## src/rtl/rsa_pkg.sv

```systemverilog
package rsa_pkg;
  localparam int BYTE_W = 8;
  localparam int LOC_W  = BYTE_W - 1;
  localparam int CNT_W  = $clog2(BYTE_W);

  typedef logic [BYTE_W-1:0] byte_t;
  typedef logic [LOC_W-1:0]  loc_t;

  // location map: behaviour depends on these values
  localparam loc_t  CTRL_LOC  = 7'h0F;
  localparam loc_t  RSV_LO    = 7'h12;
  localparam loc_t  CLK_TOP   = 7'h1F;
  localparam loc_t  RAM_BASE  = 7'h20;
  localparam loc_t  RAM_TOP   = 7'h7F;
  localparam int    WP_POS    = 6;
  localparam byte_t CTRL_MASK = 8'hC7;

  typedef enum logic [1:0] {SRC_PORT, SRC_CTRL, SRC_ZERO} src_e;

  // location that follows l inside its own window
  function automatic loc_t next_loc(loc_t l);
    if (l == CLK_TOP)      return '0;
    else if (l == RAM_TOP) return RAM_BASE;
    else                   return l + 1'b1;
  endfunction

  function automatic src_e loc_src(loc_t l);
    if (l >= RSV_LO && l <= CLK_TOP) return SRC_ZERO;
    else if (l == CTRL_LOC)          return SRC_CTRL;
    else                             return SRC_PORT;
  endfunction

  function automatic byte_t shift_in(byte_t sr, logic b, logic msb_first);
    return msb_first ? {sr[BYTE_W-2:0], b} : {b, sr[BYTE_W-1:1]};
  endfunction

  function automatic logic out_bit(byte_t sr, logic msb_first);
    return msb_first ? sr[BYTE_W-1] : sr[0];
  endfunction

  function automatic byte_t shift_out(byte_t sr, logic msb_first);
    return msb_first ? {sr[BYTE_W-2:0], 1'b0} : {1'b0, sr[BYTE_W-1:1]};
  endfunction

  // control update: with protection on only the protect bit moves
  function automatic byte_t ctrl_merge(byte_t old, byte_t wr, logic wp);
    byte_t r;
    if (wp) begin
      r = old;
      r[WP_POS] = wr[WP_POS];
    end else begin
      r = wr & CTRL_MASK;
    end
    return r;
  endfunction
endpackage

```

## src/rtl/rsa_sync.sv

```systemverilog
module rsa_sync #(
  parameter int STAGES = 2,
  parameter int W      = 1
) (
  input  logic         clk,
  input  logic         rst_n,
  input  logic [W-1:0] d,
  output logic [W-1:0] q
);
  logic [W-1:0] st [STAGES];

  for (genvar g = 0; g < STAGES; g++) begin : g_stage
    if (g == 0) begin : g_first
      always_ff @(posedge clk or negedge rst_n)
        if (!rst_n) st[0] <= '0;
        else        st[0] <= d;
    end else begin : g_next
      always_ff @(posedge clk or negedge rst_n)
        if (!rst_n) st[g] <= '0;
        else        st[g] <= st[g-1];
    end
  end

  assign q = st[STAGES-1];
endmodule

```

## src/rtl/rsa_shift.sv

```systemverilog
module rsa_shift
  import rsa_pkg::*;
(
  input  logic  clk,
  input  logic  rst_n,
  input  logic  spi_mode,
  input  logic  ce_s,
  input  logic  sclk_s,
  input  logic  sdi_s,
  input  logic  tx_active,
  input  byte_t tx_byte,
  output logic  rx_done,
  output byte_t rx_byte,
  output logic  tx_take,
  output logic  sdo,
  output logic  sdo_oe
);
  logic ce_d, sclk_d, pol_q;
  logic [CNT_W-1:0] rx_cnt, tx_cnt;
  byte_t rx_sr, tx_sr, rx_next;
  logic clk_edge, strobe_evt, shift_evt, msb_first;

  assign msb_first  = spi_mode;
  assign clk_edge   = ce_s & ce_d & (sclk_s ^ sclk_d);
  assign strobe_evt = clk_edge & (sclk_s == pol_q);
  assign shift_evt  = clk_edge & (sclk_s != pol_q);
  assign rx_next    = shift_in(rx_sr, sdi_s, msb_first);
  assign tx_take    = shift_evt & tx_active & (tx_cnt == '0);

  always_ff @(posedge clk or negedge rst_n) begin
    if (!rst_n) begin
      ce_d <= 1'b0; sclk_d <= 1'b0; pol_q <= 1'b0;
      rx_cnt <= '0; tx_cnt <= '0; rx_sr <= '0; tx_sr <= '0;
      rx_done <= 1'b0; rx_byte <= '0; sdo <= 1'b0; sdo_oe <= 1'b0;
    end else begin
      ce_d    <= ce_s;
      sclk_d  <= sclk_s;
      rx_done <= 1'b0;
      if (ce_s && !ce_d) pol_q <= spi_mode ? sclk_s : 1'b1;
      if (!ce_s) begin
        rx_cnt <= '0;
        tx_cnt <= '0;
        sdo_oe <= 1'b0;
      end else begin
        if (strobe_evt) begin
          rx_sr  <= rx_next;
          rx_cnt <= rx_cnt + 1'b1;
          if (rx_cnt == CNT_W'(BYTE_W - 1)) begin
            rx_done <= 1'b1;
            rx_byte <= rx_next;
          end
        end
        if (shift_evt && tx_active) begin
          sdo_oe <= 1'b1;
          tx_cnt <= tx_cnt + 1'b1;
          if (tx_cnt == '0) begin
            sdo   <= out_bit(tx_byte, msb_first);
            tx_sr <= shift_out(tx_byte, msb_first);
          end else begin
            sdo   <= out_bit(tx_sr, msb_first);
            tx_sr <= shift_out(tx_sr, msb_first);
          end
        end
      end
    end
  end


  oe_rise_on_shift_chk: assert property (@(posedge clk) disable iff (!rst_n)
    $rose(sdo_oe) |-> $past(shift_evt));


  edge_kinds_excl_chk: assert property (@(posedge clk) disable iff (!rst_n)
    rx_done |-> $past(strobe_evt) && !$past(shift_evt));
endmodule

```

## src/rtl/rsa_seq.sv

```systemverilog
module rsa_seq
  import rsa_pkg::*;
(
  input  logic  clk,
  input  logic  rst_n,
  input  logic  ce_s,
  input  logic  rx_done,
  input  byte_t rx_byte,
  input  logic  tx_take,
  output logic  tx_active,
  output byte_t tx_byte,
  output loc_t  reg_addr,
  output logic  reg_rd,
  output logic  reg_wr,
  output byte_t reg_wdata,
  input  byte_t reg_rdata,
  output byte_t ctrl_q
);
  logic in_data, is_wr;
  loc_t loc, fetch_loc;
  logic fetch_req, wr_req, addr_byte;
  logic [1:0] pend;
  src_e pend_src;

  assign addr_byte = ce_s & rx_done & ~in_data;
  assign wr_req    = ce_s & rx_done & in_data & is_wr;
  assign tx_active = in_data & ~is_wr;

  always_comb begin
    fetch_req = 1'b0;
    fetch_loc = loc;
    if (addr_byte && !rx_byte[BYTE_W-1]) begin
      fetch_req = 1'b1;
      fetch_loc = rx_byte[LOC_W-1:0];
    end else if (ce_s && tx_take) begin
      fetch_req = 1'b1;
      fetch_loc = next_loc(loc);
    end
  end

  always_ff @(posedge clk or negedge rst_n) begin
    if (!rst_n) begin
      in_data <= 1'b0; is_wr <= 1'b0; loc <= '0; pend <= '0;
      pend_src <= SRC_PORT; tx_byte <= '0; reg_addr <= '0;
      reg_rd <= 1'b0; reg_wr <= 1'b0; reg_wdata <= '0; ctrl_q <= '0;
    end else begin
      reg_rd <= 1'b0;
      reg_wr <= 1'b0;
      pend   <= {pend[0], fetch_req};
      if (!ce_s) begin
        in_data <= 1'b0;
        is_wr   <= 1'b0;
      end else if (addr_byte) begin
        in_data <= 1'b1;
        is_wr   <= rx_byte[BYTE_W-1];
        loc     <= rx_byte[LOC_W-1:0];
      end else if (wr_req) begin
        loc <= next_loc(loc);
        case (loc_src(loc))
          SRC_CTRL: ctrl_q <= ctrl_merge(ctrl_q, rx_byte, ctrl_q[WP_POS]);
          SRC_PORT: if (!ctrl_q[WP_POS]) begin
            reg_wr    <= 1'b1;
            reg_addr  <= loc;
            reg_wdata <= rx_byte;
          end
          default: ;
        endcase
      end else if (tx_take) begin
        loc <= next_loc(loc);
      end
      if (fetch_req) begin
        pend_src <= loc_src(fetch_loc);
        if (loc_src(fetch_loc) == SRC_PORT) begin
          reg_rd   <= 1'b1;
          reg_addr <= fetch_loc;
        end
      end
      if (pend[1]) begin
        case (pend_src)
          SRC_CTRL: tx_byte <= ctrl_q;
          SRC_ZERO: tx_byte <= '0;
          default:  tx_byte <= reg_rdata;
        endcase
      end
    end
  end


  wp_blocks_write_chk: assert property (@(posedge clk) disable iff (!rst_n)
    reg_wr |-> !$past(ctrl_q[WP_POS]));


  no_rsv_write_chk: assert property (@(posedge clk) disable iff (!rst_n)
    reg_wr |-> loc_src(reg_addr) == SRC_PORT);


  no_rsv_read_chk: assert property (@(posedge clk) disable iff (!rst_n)
    reg_rd |-> loc_src(reg_addr) == SRC_PORT);


  prefetch_ready_chk: assert property (@(posedge clk) disable iff (!rst_n)
    tx_take |-> pend == 2'b00);


  ctrl_zero_bits_chk: assert property (@(posedge clk) disable iff (!rst_n)
    (ctrl_q & ~CTRL_MASK) == '0);


  port_strobe_excl_chk: assert property (@(posedge clk) disable iff (!rst_n)
    !(reg_rd && reg_wr));
endmodule

```

## src/rtl/rsa_slave.sv

```systemverilog
module rsa_slave
  import rsa_pkg::*;
#(
  parameter int SYNC_STAGES = 2
) (
  input  logic       clk,
  input  logic       rst_n,
  input  logic       spi_mode,
  input  logic       ce,
  input  logic       sclk,
  input  logic       sdi,
  output logic       sdo,
  output logic       sdo_oe,
  output logic [6:0] reg_addr,
  output logic       reg_rd,
  output logic       reg_wr,
  output logic [7:0] reg_wdata,
  input  logic [7:0] reg_rdata,
  output logic [7:0] ctrl_o
);
  localparam int N_SYNC = 3;

  logic [N_SYNC-1:0] pins_s;
  logic ce_s, sclk_s, sdi_s;
  logic rx_done, tx_take, tx_active;
  byte_t rx_byte, tx_byte;

  rsa_sync #(.STAGES(SYNC_STAGES), .W(N_SYNC)) i_sync (
    .clk(clk), .rst_n(rst_n), .d({ce, sclk, sdi}), .q(pins_s));

  assign {ce_s, sclk_s, sdi_s} = pins_s;

  rsa_shift i_shift (
    .clk(clk), .rst_n(rst_n), .spi_mode(spi_mode), .ce_s(ce_s),
    .sclk_s(sclk_s), .sdi_s(sdi_s), .tx_active(tx_active),
    .tx_byte(tx_byte), .rx_done(rx_done), .rx_byte(rx_byte),
    .tx_take(tx_take), .sdo(sdo), .sdo_oe(sdo_oe));

  rsa_seq i_seq (
    .clk(clk), .rst_n(rst_n), .ce_s(ce_s), .rx_done(rx_done),
    .rx_byte(rx_byte), .tx_take(tx_take), .tx_active(tx_active),
    .tx_byte(tx_byte), .reg_addr(reg_addr), .reg_rd(reg_rd),
    .reg_wr(reg_wr), .reg_wdata(reg_wdata), .reg_rdata(reg_rdata),
    .ctrl_q(ctrl_o));


  oe_off_idle_chk: assert property (@(posedge clk) disable iff (!rst_n)
    !ce_s |=> !sdo_oe);


  abort_quiet_chk: assert property (@(posedge clk) disable iff (!rst_n)
    !ce_s |=> !reg_wr);
endmodule

```

## config.mk

```make
export PLATFORM = sky130hd
export DESIGN_NAME = rsa_slave
export DESIGN_NICKNAME = d
export VERILOG_FILES = /design/src/rtl/rsa_pkg.sv /design/src/rtl/rsa_sync.sv /design/src/rtl/rsa_shift.sv /design/src/rtl/rsa_seq.sv /design/src/rtl/rsa_slave.sv
export SDC_FILE = /design/constraint.sdc
export NUM_CORES = 1
export LEC_CHECK = 0
export BUFFER_PORTS_ARGS = -buffer_cell sky130_fd_sc_hd__buf_2
export CAP_MARGIN = 15
export CORE_AREA = 5 5 103 105
export DETAILED_ROUTE_END_ITERATION = 12
export DIE_AREA = 0 0 108 110
export GPL_ROUTABILITY_DRIVEN = 0
export SLEW_MARGIN = 40
export SYNTH_ARGS = -nofsm -noshare
export SYNTH_HDL_FRONTEND = slang
export SYNTH_SLANG_ARGS = --single-unit
```

## constraint.sdc

```tcl
create_clock -name clk -period 7.3 [get_ports clk]
set_input_delay 0.73 -clock clk [delete_from_list [all_inputs] [get_ports clk]]
set_output_delay 0.73 -clock clk [all_outputs]
set_load 0.01 [all_outputs]
```

* Word level (Yosys, flattened, before mapping) *
Index checks and enable logic that the tools add are counted.
Widths: inputs -> output; s select.

cells by class
  eq/ne operators = 13
  reductions and logical operators = 19
  order comparisons = 4
  div/mod/pow operators = 0
  bitwise logic cells = 16
  shift-type cells = 0
  $add $sub $neg = 3
  multiplexer cells = 53
  $mul = 0

operators with widths
  cell                 count
  $mux 7               14
  $mux 8               4
  $mux 1               24
  $pmux 8 s2           1
  $eq 7x4->1 const B   2
  $ge 7x5->1 const B   2
  $le 7x5->1 const B   2
  $mux 2               6
  $mux 3               4
  $and 1x1->1          11
  $reduce_and 5->1     2
  $add 7x1->7 const B  1
  $eq 7x5->1 const B   1
  $eq 7x7->1 const B   1
  $add 3x1->3 const B  2
  $logic_and 1x1->1    6
  $ne 2x1->1 const B   3
  $reduce_and 2->1     3
  $eq 2x1->1 const B   2
  $logic_not 2->1      2
  $not 1->1            4
  $reduce_and 4->1     1
  $eq 3x3->1 const B   1
  $logic_not 3->1      1
  other kinds (7)      8

storage, ports and cells
  memory bits (writable) = 0
  memories = 0
  logic and storage cells = 133
  bits in registers = 85
  bits in latches = 0
  output and inout bits = 27
  bits in read-only memories = 0

* Logic depth before layout (Yosys ltp) *
Gate-level depths: netlist of run 1.

  depth in word-level cells = 15
  depth in mapped cells = 10
  mapped depth without buffers = 9

* Hierarchy *
A second synthesis of run 1 with hierarchy kept.

unflattened totals
  cell total of the unflattened synthesis = 404
  area total of the unflattened synthesis = 4255.3 µm²

modules (own cells, without submodules)
  module     times used  cells an instance  sequential area each (µm²)  area an instance (µm²)
  rsa_seq    1           249                1076.0                      2332.2
  rsa_shift  1           146                900.9                       1750.4
  rsa_sync   1           9                  150.1                       172.7

* Worst setup path after synthesis of run 1 *
No wires, ideal clock.

  path kind = register -> register
  from = register i_shift.tx_cnt[0]
  to = register i_seq.reg_addr[2]
  required time = 7180 ps
  buffers on the path = 1
  library setup time = 120 ps
  arrival = 2745 ps
  clock period less this slack = 2865 ps
  cell stages (with the launch flop) = 11
  setup slack = 4435 ps
  cells stage by stage = dfrtp_1 -> inv_1 -> ha_1 -> and4bb_1 -> and4_1 -> buf_6 -> or3_2 -> and3_2 -> or4_4 -> or2_4 -> o211a_1

between the ends
  cells in the longest elaborated chain, start to end = 12
  elaborated cells between the ends (all ways) = 17

ends and longest elaborated chain
  what                                                line                          text
  from (decl)                                         rsa_shift.sv:19               logic [CNT_W-1:0] rx_cnt, tx_cnt;
  from (signal assigned)                              rsa_shift.sv:55               tx_cnt <= tx_cnt + 1'b1;
  $logic_not 3->1 (*)                                 rsa_shift.sv:28               assign tx_take = shift_evt & tx_active & (tx_cnt == '0);
  $and 1x1->1 (*)                                     rsa_shift.sv:28
  $logic_and 1x1->1 (*)                               rsa_seq.sv:35                 end else if (ce_s && tx_take) begin
  $mux 7                                              rsa_seq.sv:35
  $mux 7                                              rsa_seq.sv:32                 if (addr_byte && !rx_byte[BYTE_W-1]) begin
  $ge 7x5->1 (tied with other cells)                  rsa_pkg.sv:28                 if (l >= RSV_LO && l <= CLK_TOP) return SRC_ZERO;
  $logic_and 1x1->1 / $mux 1 (equally long branches)  rsa_pkg.sv:28, rsa_pkg.sv:29
  $mux 2                                              rsa_pkg.sv:28
  $mux 2                                              rsa_seq.sv:71                 if (fetch_req) begin
  $logic_not 2->1                                     rsa_seq.sv:73                 if (loc_src(fetch_loc) == SRC_PORT) begin
  $mux 7                                              rsa_seq.sv:73
  $mux 7 (*)                                          rsa_seq.sv:71
  to (signal assigned)                                rsa_seq.sv:63                 reg_addr <= loc;
  to (signal assigned)                                rsa_seq.sv:75                 reg_addr <= fetch_loc;
  to (decl)                                           rsa_seq.sv:12                 output loc_t reg_addr,

Every way passes the cells marked *; elsewhere a longest branch is shown, timed or not. The select of a mux whose other input is x is not followed.
A chain may end at the register's enable or synchronous reset.

* Final worst setup path of run 1 *
  from = register i_sync.st, in the netlist i_sync.q[2]
  to = register i_seq.reg_addr[2]

between the ends
  cells in the longest elaborated chain, start to end = 15
  elaborated cells between the ends (all ways) = 28

ends and longest elaborated chain
  what                                                line                          text
  from (decl)                                         rsa_sync.sv:10                logic [W-1:0] st [STAGES];
  from (signal, indexed assignment)                   rsa_sync.sv:20                else st[g] <= st[g-1];
  $and 1x1->1 (2 in a row)                            rsa_shift.sv:24               assign clk_edge = ce_s & ce_d & (sclk_s ^ sclk_d);
  $and 1x1->1                                         rsa_shift.sv:26               assign shift_evt = clk_edge & (sclk_s != pol_q);
  $and 1x1->1 (2 in a row)                            rsa_shift.sv:28
  $logic_and 1x1->1                                   rsa_seq.sv:35
  $mux 7                                              rsa_seq.sv:35
  $mux 7                                              rsa_seq.sv:32
  $ge 7x5->1 (tied with other cells)                  rsa_pkg.sv:28
  $logic_and 1x1->1 / $mux 1 (equally long branches)  rsa_pkg.sv:28, rsa_pkg.sv:29
  $mux 2                                              rsa_pkg.sv:28
  $mux 2                                              rsa_seq.sv:71
  $logic_not 2->1                                     rsa_seq.sv:73
  $mux 7                                              rsa_seq.sv:73
  $mux 7 (*)                                          rsa_seq.sv:71

Marked as above.

==> results, run 1 <==
- The sort of element at the start of the critical path is a register.
- The transition time of the tightest slew-check pin is 0.677 ns.
- The number of synthesized flops with an enable pin is 0.
- The worst path required time is 7.53 ns.
- The synthesized cell area is 4230 um2.
- After synthesis, flip-flops and latches occupy 50.3% of the total area.
- Static timing analysis puts the maximum clock frequency at 305 MHz.
- On the final layout, the worst clock skew is 0.0162 ns.
- The via count of the first global-routing pass is 3129.
- The number of slew-limit violations in the final report came to 0.
- The global-route wire length before repair is 15200 um.
- Cells with a size suffix above 1 make up 18.7% of the layout.
- The detail route stage leaves a number of antenna-violating nets equal to 0.
- For the worst setup path, the data arrival time is 3.51 ns.
- The flip-flop cell with the highest count after synthesis is sky130_fd_sc_hd__dfrtp_1.
- The number of storage elements in the synthesis netlist is 85.
- The floorplan step set the die width to 108 um.
- Power spread over the standard cell area amounts to 181 nW/um2.
- The via density per instance is 5.28.
- The count of vias placed by the detailed router is 3211.
- Total power for the finished layout comes to 851 uW.
- The number of I/O pins is 41.
- The post-route worst hold slack is 0.353 ns.
- Summed over all layers, the global routing overflow is 0.
- The initial cell density of the core is 44.3%.
- After the flow finishes, the layout carries non-filler instances totaling 608.
- The overall routed net length is 8990 um.
- The post-synthesis to final-layout area growth is 10.9%.
- The average size of a mapped cell is 9.57 um2.
- For this run, the number of Yosys warnings is 0.
- The overall routing resource usage is 16.2%.
- The number of buffers added to fix hold violations after cts is 0.
- The standard-cell row count is 36.
- The routed length per instance is 14.8 um.
- After detailed placement, the design holds a cell count of 592.
- The die covers 11900 um2.
- The clock latency on the worst-skew pair is 0.36 ns.
- The buffer count from post-CTS setup fixing is 0.
- Of the available clock period, the critical path in the final layout requires 44.9%.
- The type of element capturing the critical path is a register.
- The fraction of synthesized cell area taken by the top area cell type is 50.3%.
- Yosys attributes the largest share of cell area to sky130_fd_sc_hd__dfrtp_1, sky130_fd_sc_hd__nand2_1, sky130_fd_sc_hd__a21oi_1, sky130_fd_sc_hd__nor2_1, sky130_fd_sc_hd__mux2_2.
- The pin count of the biggest net entering global routing is 45.
- The multi-input combinational cell area is 1950 um2.
- After detailed routing, the number of remaining DRC violations is 0.
- The initial antenna violation count is 0.
- For this run, the post-layout net count is 491.
- The clock tree from TritonCTS is done.
- The clock slew at the register clock pins of the worst setup and hold paths is 0.09 ns.
- The gate count after technology mapping is 442.
- The flow ran to the end, and the final reports show no timing, DRC or antenna violations.
- The total number of clock tree sinks is 85.
- By startpoint and endpoint, the worst setup path is classified as register to register.
- The core outline area is 9550 um2.
- The H-tree level count is 3.
- The detailed router finished its first iteration with 172 violations.
- The final hold violation count is 0.
- The die height is 110 um.
- Of all nets on the critical path, the largest fanout is 18.
- The number of buffers added on ports is 37.
- Post-CTS repair changed the size of 0 cells.
- The repair_antennas step left the layout with diodes totalling 0.
- The maximum root-to-sink buffer count is 2.
- The wire-length estimate of the detail-placed layout is 6440 um.
- The final setup violation count is 0.
- In the synthesized netlist the async set-or-reset flop fraction comes to 100%.
- The unique cell type count in the Yosys netlist is 58.
- The peak ir drop on the vdd network is 0.107 mV.
- The final sum of negative setup slack is 0 ns.
- The biggest area consumer among synthesized cells is sky130_fd_sc_hd__dfrtp_1.
- Setup repair after global routing left no endpoint under its margin.
- The total leakage power is 0.00213 uW.
- In this run the tightest slew margin relative to its limit is 54.7%.
- The count of TritonRoute iterations in the first routing pass is 4.
- In this run the worst hold path is classified as register to register.
- The TritonCTS buffer count is 9.
- The number of max-cap violations is 0.
- The worst path in the final design needs a cycle of 3.27 ns, including I/O delays and setup.
- Fill cells in the final layout number 933.
- The root cell of the clock tree is sky130_fd_sc_hd__clkbuf_8.
- The sequential cell area is 2130 um2.
cell type report:
cell class | instances | area share, %
Tap cell | 133 | 3.55
Clock inverter | 6 | 1.15
Multi-Input combinational cell | 320 | 41.5
Sequential cell | 85 | 45.3
Inverter | 15 | 1.20
Clock buffer | 10 | 2.93
Timing Repair Buffer | 39 | 4.32
per-layer routing:
metal  GRT usage (%)  wire [um]
met1            22.9       4340
met2            24.6       4130
met3            3.55        459
met4            5.77         60
met5               0          0
through the flow:
stage,cell area [um2],util (%),setup WS [ns]
floorplan,4240,-,4.43
global placement,4480,47.0,4.16
detailed placement,4500,47.1,4.05
CTS,4690,49.1,4.03
global route,4690,49.1,3.86
finish,4690,49.1,4.03
synthesized netlist by cell type (all sizes together) (2+ instances only):
| library cell | instances |
|---|---|
| dfrtp | 85 |
| or2 | 2 |
| inv | 13 |
| a31oi | 2 |
| a211oi | 7 |
| and4bb | 2 |
| ha | 7 |
| xor2 | 2 |
| and2 | 8 |
| buf | 9 |
| nand2 | 61 |
| nand2b | 3 |
| nand3b | 2 |
| nor2 | 52 |
| mux2 | 17 |
| nand3 | 14 |
| mux2i | 19 |
| o22a | 2 |
| a21oi | 44 |
| and4 | 2 |
| or3 | 2 |
| nor4 | 4 |
| clkinv | 2 |
| nand4 | 3 |
| and3 | 3 |
| or4 | 3 |
| o21ai | 24 |
| nor3b | 2 |
| nor3 | 12 |
| clkbuf | 15 |
| o22ai | 2 |
| o2bb2ai | 2 |
critical path, cell delays in order, from the launching register on:
cell and delay (ns):
sky130_fd_sc_hd__dfrtp_1 0.67, sky130_fd_sc_hd__and2_2 0.27, sky130_fd_sc_hd__and4_1 0.48, sky130_fd_sc_hd__nor2_4 0.14
sky130_fd_sc_hd__a221o_2 0.48, sky130_fd_sc_hd__or4_4 0.59, sky130_fd_sc_hd__or2_4 0.29, sky130_fd_sc_hd__o211a_1 0.24
worst paths after layout:
check	start	endpoint	slack (ns)	depth (start not counted)
min	i_sync.st[5]	i_sync.q[2]	0.35	0
max	i_sync.q[2]	i_seq.reg_addr[2]	4.03	7
max in group asynchronous	rst_n	i_shift.sdo	6.00	2
min in group asynchronous	rst_n	i_seq.reg_wdata[6]	0.36	1
min reg2reg	i_sync.st[5]	i_sync.q[2]	0.35	0
max reg2reg	i_sync.q[2]	i_seq.reg_addr[2]	4.03	7
power breakdown:
| group | total [uW] | internal (uW) | switching [uW] |
|---|---|---|---|
| Clock | 319 | 139 | 180 |
| Combinational | 40.4 | 14.2 | 26.1 |
| Sequential | 492 | 482 | 9.41 |
cells in the final DEF (no fill, tap or decap), drive strengths merged, types with 8 or more instances in the layout:
cell and count:
mux2i 19, nor3 12, buf 39, nor2 52, and2 8, a21oi 44, inv 16, clkbuf 10
nand2 61, o21ai 24, dfrtp 85, nand3 14, mux2 17
flip-flops by register name, summed over array words and instances, names as in the netlist, 2 cells and up:
signal,cells
i_shift.tx_cnt,3
i_shift.rx_cnt,3
i_shift.rx_sr,8
i_shift.tx_sr,8
i_seq.pend_src,2
i_seq.pend,2
i_seq.reg_addr,7
i_seq.tx_byte,8
i_seq.loc,7
i_seq.ctrl_q,5
i_sync.st,3
i_sync.q,3
i_shift.rx_byte,8
i_seq.reg_wdata,8
cells by family after synthesis:
group                      synth area share (%)
and+or+nand+nor                            19.8
AOI/OAI and AO/OA                          13.9
DFF                                        50.3
buffers and inverters                      4.26
muxes                                      9.02
adders and majority gates                  2.07
xor gates and xnor gates                  0.621
other                                    0.0886
Note: power is estimated with default switching activity, not from simulation.
==> run 2: changes to the inputs <==
PLACE_DENSITY = 0.65   (was not set)
clock period = 2.8 ns   (was 7.3 ns; I/O delays follow)
==> results, run 2 (synthesis results as in run 1) <==
- The root buffer cell chosen for the clock tree is sky130_fd_sc_hd__clkbuf_8.
- The post-route worst hold slack is -0.0602 ns.
- Clock-pin slew was measured on the worst setup and hold paths at 0.08 ns.
- The overall routing resource usage is 16.6%.
- The maximum root-to-sink buffer count is 2.
- The internal power component is 1730 uW.
- The final hold violation count was 42.
- After legalization and detailed placement, the total HPWL measured 6560 um.
- The routed length per instance is 14.6 um.
- The highest clock rate is 372 MHz.
- The number of max-cap violations is 0.
- The net count of the finished layout is 515.
- The initial DRC count is 197.
- The share of total power in combinational logic is 4.8%.
- The run finished, with violations left.
- The arrival time of the worst setup path is 2.93 ns.
- The horizontal extent of the die is 108 um.
- The checks that failed: negative hold slack.
- The post-synthesis to final-layout area growth is 16.3%.
- From bottom edge to top edge, the die measures 110 um.
- The reported net switching power is 543 uW.
- The initial antenna violation count is 0.
- In this run the worst path has a maximum fanout of 6.
- The total number of clock tree sinks is 85.
- The number of buffers added on ports is 37.
- The total power draw is 2280 uW.
- The sort of element at the start of the critical path is a register.
- The clock period minus final worst setup slack is 2.69 ns.
- Per report_power, the sequential group accounts for 56.1% of the total.
- Clock tree synthesis inserted a total of 9 buffers.
- The detail route stage leaves a number of antenna-violating nets equal to 0.
- The ratio of total power to cell area is 463 nW/um2.
- Summed over all layers, the routed wires come to 9230 um.
- For the pin with the worst max-slew slack, the measured transition is 0.688 ns.
- The layout cell share with drive strength beyond 1 is 24.6%.
- The number of inserted filler cells in the final layout is 928.
- The repair_antennas step left the layout with diodes totalling 0.
- Dividing the final minimum period by the clock period gives 96.1%.
- The count of placed standard cells including taps is 613.
- The logic depth of the worst register-to-register path is 9.
- In the routed layout, each cell is associated on average with a via count of 5.24.
- The H-tree was split into 3 levels.
- At the worst endpoint, the required time is 3.04 ns.
- The number of remaining DRC errors is 0.
- The via count of the first global-routing pass is 3241.
- Net switching is 23.9% of the power.
- Of the total power, the clock network draws 39.1%.
- The count of TritonRoute iterations in the first routing pass is 5.
- Buffers inserted to repair hold after CTS numbered 0.
- The worst-case IR drop observed on VDD is 0.318 mV.
- The global route total overflow is 0.
- The number of I/O pins is 41.
- The final setup violation count is 0.
- The first global-routing pass estimated 15600 um of wire.
- The number of slew-limit violations in the final report is 0.
- The type of element capturing the critical path is a register.
- The clock tree from TritonCTS is done.
- The core outline area is 9550 um2.
- In the layout the commonest cells are sky130_fd_sc_hd__dfrtp_1, sky130_fd_sc_hd__nand2_1, sky130_fd_sc_hd__nor2_1.
- The standard-cell row count is 36.
- The critical path is of the register to register type.
- The clock latency on the worst-skew pair is 0.35 ns.
- Once layout is complete, the cells apart from fillers number 632.
- Entering global routing, the biggest net connects 86 pins.
- In this run the static leakage power is 0.00225 uW.
- The library cell used most frequently in the layout, excluding fill and tap cells, is sky130_fd_sc_hd__dfrtp_1.
- The min-delay analysis places its worst path in the category input pin to asynchronous set/reset pin.
- The worst clock skew is 0.0121 ns.
- The count of vias placed by the detailed router is 3312.
- The area enclosed by the die boundary is 11900 um2.
- The normalized max-slew margin is 53.9%.
- The initial utilization of the core area, before any placement, comes to 44.3%.
-- run 2: cell types whose count changed in the layout (fill, tap and decap cells not counted), sizes merged --
cell,previous run,this run
buf,39,62
inv,16,14
clkinv,4,3
clkinvlp,1,2
bufinv,0,1
clkbuf,10,12
-- run 2: through the flow --
| step | area [um2] | util [%] | setup slack, ns | hold slack, ns | TNS [ns] |
|---|---|---|---|---|---|
| 5_1_grt | 4920 | 51.5 | -0.0149 | 0.00435 | -0.0149 |
| 3_3_place_gp | 4650 | 48.7 | 0.0616 | 0.334 | 0 |
| 6_report | 4920 | 51.5 | 0.110 | -0.0602 | 0 |
| 4_1_cts | 4850 | 50.8 | 0.0446 | 0.00730 | 0 |
| 2_1_floorplan | 4240 | - | 0.000747 | -0.0156 | 0 |
| 3_5_place_dp | 4650 | 48.7 | -0.0228 | 0.335 | -0.0559 |
-- run 2: area by class of cell --
type	count	area, um2	area share [%]
Clock buffer	11	141	2.87
Clock inverter	5	58.8	1.19
Inverter	15	56.3	1.14
Multi-Input combinational cell	320	1980	40.3
Sequential cell	85	2130	43.2
Tap cell	133	166	3.38
Timing Repair Buffer	63	389	7.91
-- run 2: layer usage --
| metal | wire, um | share of wire (%) | vias to the layer above | track usage, % |
|---|---|---|---|---|
| met5 | 0 | 0 | - | 0 |
| met4 | 128 | 1.4 | 0 | 6.94 |
| met3 | 438 | 4.7 | 11 | 3.67 |
| met2 | 4260 | 46 | 78 | 24.8 |
| met1 | 4400 | 48 | 1586 | 23.4 |
| li1 | - | - | 1637 | - |
-- run 2: repair_timing --
item / in CTS / in global routing
pin swaps: 0 / 9
gates cloned: 0 / 0
resized for setup: 2 / 14
endpoints found under the setup margin: 4 / 7
setup buffers: 0 / 3
-- run 2: power by group through the flow --
| stage | Clock (uW) | Sequential [uW] | Combinational (uW) |
|---|---|---|---|
| 2_1_floorplan | 0 | 1300 | 66.7 |
| 6_report | 891 | 1280 | 110 |
| 3_3_place_gp | 0 | 1300 | 110 |
| 5_1_grt | 959 | 1280 | 128 |
| 3_5_place_dp | 0 | 1300 | 113 |
| 4_1_cts | 915 | 1280 | 114 |
-- run 2: path summary, 6_finish.rpt --
check / from / endpoint / slack [ns]
hold / removal: rst_n / i_sync.st[5] / -0.06
setup reg to reg: i_shift.tx_cnt[1] / i_seq.reg_addr[2] / 0.11
setup / recovery: i_shift.tx_cnt[1] / i_seq.reg_addr[2] / 0.11
min in group clk: ce / i_sync.st[5] / 0.03
max in group asynchronous: rst_n / i_seq.loc[0] / 2.33
hold reg to reg: i_sync.st[3] / i_sync.q[0] / 0.35
-- run 2: critical path: stages (launching register included) --
cell and delay [ns]:
sky130_fd_sc_hd__dfrtp_1 0.40, sky130_fd_sc_hd__inv_1 0.07, sky130_fd_sc_hd__ha_2 0.16, sky130_fd_sc_hd__and4bb_1 0.21, sky130_fd_sc_hd__and4_4 0.27, sky130_fd_sc_hd__nor2_4 0.05, sky130_fd_sc_hd__a221o_2 0.39, sky130_fd_sc_hd__or4_4 0.54
sky130_fd_sc_hd__or2_4 0.29, sky130_fd_sc_hd__o211a_1 0.22
==> run 3: changes to the inputs <==
PLACE_DENSITY = not set   (was 0.65)
clock period = 3.4 ns   (was 2.8 ns; I/O delays follow)
==> results, run 3 (synthesis results as in run 1) <==
- The area enclosed by the die boundary is 11900 um2.
- The ratio of total power to cell area is 392 nW/um2.
- For this run, the post-layout net count is 494.
- Using the TritonRoute via totals, the vias-per-cell ratio works out to 5.40.
- The routed design uses 461 um of met3 wire.
- Adding up every negative setup slack in the final design gives 0 ns.
- The clock tree from TritonCTS is done.
- The total leakage power is 0.00214 uW.
- The clock latency on the worst-skew pair is 0.35 ns.
- The number of slew-limit violations in the final report is 0.
- Max-cap violations in this run came to 0.
- The logic depth of the worst register-to-register path is 9.
- The biggest fanout along the worst timing path is 10.
- For the finished layout, the period the worst path requires is 3.16 ns.
- Buffers inserted to repair hold after CTS numbered 0.
- In this run the critical register-to-register path is captured at i_seq.reg_addr[2].
- The detailed router finished its first iteration with 164 violations.
- The total placed instance area is 4510 um2.
- In this run the top signal layer used is met4.
- The worst clock skew is 0.0125 ns.
- The final layout contains routed wiring with a total length of 8920 um.
- In this run the tightest slew margin relative to its limit is 54.6%.
- The die is 110 um tall.
- For this run the aggregate overflow at the end of global routing stands at 0.
- The worst reg-to-reg setup slack is 0.24 ns.
- The via count of the first global-routing pass is 3127.
- The core region is 9550 um2.
- STA classifies the critical path endpoint as a register.
- For the worst setup path, the data required time is 3.64 ns.
- The root cell of the clock tree is sky130_fd_sc_hd__clkbuf_8.
- After detailed routing, the wire length on met1 is 4340 um.
- The estimated wirelength of the detail-placed design is 6410 um.
- The buffer count from post-CTS setup fixing is 0.
- The number of inserted filler cells in the final layout is 897.
- In the final layout, the share of cells above drive strength 1 is 18.3%.
- The final hold violation count is 0.
- The tightest min-delay check is of the input pin to asynchronous set/reset pin type.
- Based on the critical path, the design can be clocked at up to 317 MHz.
- From left edge to right edge, the die measures 108 um.
- The worst setup path is launched from a register.
- 0 antenna diodes ended up in the layout.
- The overall routing resource usage is 16.0%.
- The clock tree synthesis step divided the H-tree into 3 levels.
- Clock-pin slew was measured on the worst setup and hold paths at 0.09 ns.
- The finished layout holds 609 standard cells, fillers aside.
- The flow ran to the end, and the final reports show no timing, DRC or antenna violations.
- The count of placed standard cells including taps is 595.
- Relative to the synthesized area, the layout overhead comes to 11.1%.
- After detailed routing, the met2 layer carries 3990 um of wire.
- The final worst slack is 0.243 ns.
- The initial antenna violation count is 0.
- After detailed routing, the average wire length per cell comes to 14.6 um.
- The final worst-path cycle share is 92.9%.
- The final standard cell area without fillers is 4700 um2.
- The count of TritonRoute iterations in the first routing pass is 4.
- The count of nets left with antenna violations once routing finished came out at 0.
- The worst-case IR drop observed on VDD is 0.182 mV.
- Setup repair after global routing left no endpoint under its margin.
- The final route contains 3289 vias.
- The TritonCTS buffer count is 9.
- The launching point of the worst reg2reg path is i_shift.tx_cnt[0].
- The library cell used most frequently in the layout, excluding fill and tap cells, is sky130_fd_sc_hd__dfrtp_1.
- Gates resized during post-CTS repair numbered 0.
- Setup violations remaining at the end of the flow were counted as 0.
- The library cells used most frequently in the layout, excluding fill and tap cells, are sky130_fd_sc_hd__dfrtp_1, sky130_fd_sc_hd__nand2_1, sky130_fd_sc_hd__nor2_1.
- Counting along the longest clock path gives a buffer depth of 2.
- After detailed routing, the number of remaining DRC violations is 0.
- The clock net in this run drives a total of 85 sinks.
- The global-route wire length before repair is 15000 um.
- At the placement stage, the worst setup path has a slack of 0.260 ns.
- The initialized floorplan defines 36 standard-cell rows.
- The initial utilization of the core area, before any placement, comes to 44.3%.
- Entering global routing, the biggest net connects 86 pins.
- Across all hold checks on the routed design, the worst slack comes to 0.0343 ns.
- STA puts the critical path data arrival time at 3.39 ns.
- During placement, the flow inserted port buffers numbering 37.
- The transition time of the tightest slew-check pin is 0.679 ns.
- For this design the top-level I/O count stands at 41.
- The classification of the worst setup path is register to register.
[run 3: cell count changes in the layout (fill, tap and decap cells not counted), moves of 2 or more]
cell                      previous run  this run
sky130_fd_sc_hd__buf_4              26         5
sky130_fd_sc_hd__a21oi_2             2         0
sky130_fd_sc_hd__ha_1                5         7
sky130_fd_sc_hd__ha_2                2         0
sky130_fd_sc_hd__a21oi_1            42        44
[run 3: cell type report]
class                      instances  area [um2]  share of cell area, %
timing repair buffer              42         231                   4.92
tap                              133         166                   3.54
clock inverter                     3        46.3                  0.985
clock buffer                      11         141                   3.01
multi-input combinational        320        1930                   41.1
sequential                        85        2130                   45.2
inverter                          15        56.3                   1.20
[run 3: stage by stage]
stage,utilization [%],total power [uW]
after floorplan,-,1120
after global placement,47.2,1160
after detailed placement,47.2,1170
after CTS,49.2,1870
after global routing,49.2,1930
final,49.2,1840
[run 3: how the worst max path moves through the flow]
| stage | depth (start not counted) | slack [ns] | start | endpoint |
|---|---|---|---|---|
| floorplan | 10 | 0.53 | i_shift.tx_cnt[0] | i_seq.reg_addr[2] |
| detailed placement | 9 | 0.26 | i_shift.tx_cnt[0] | i_seq.reg_addr[2] |
| global placement | 9 | 0.34 | i_shift.tx_cnt[0] | i_seq.reg_addr[2] |
| finish | 9 | 0.24 | i_shift.tx_cnt[0] | i_seq.reg_addr[2] |
| global route | 9 | 0.11 | i_shift.tx_cnt[0] | i_seq.reg_addr[2] |
| CTS | 9 | 0.25 | i_shift.tx_cnt[0] | i_seq.reg_addr[2] |
[run 3: critical path: stages, from the launching register on]
cell,delay [ns]
sky130_fd_sc_hd__dfrtp_1,0.41
sky130_fd_sc_hd__inv_1,0.07
sky130_fd_sc_hd__ha_1,0.15
sky130_fd_sc_hd__and4bb_1,0.21
sky130_fd_sc_hd__and4_1,0.49
sky130_fd_sc_hd__nor2_4,0.14
sky130_fd_sc_hd__a221o_2,0.48
sky130_fd_sc_hd__or4_4,0.59
sky130_fd_sc_hd__or2_4,0.29
sky130_fd_sc_hd__o211a_1,0.22
[run 3: power breakdown]
group	internal [uW]	total (uW)	switching, uW
combinational	31.2	88.9	57.8
clock	355	698	343
sequential	1040	1050	17.8
total	1420	1840	419
[run 3: per-layer routing]
metal  global-route usage, %  vias to the layer above
li1                        -                     1605
met1                    22.6                     1600
met2                    24.7                       74
met3                    2.85                       10
met4                    6.04                        0
met5                       0                        -
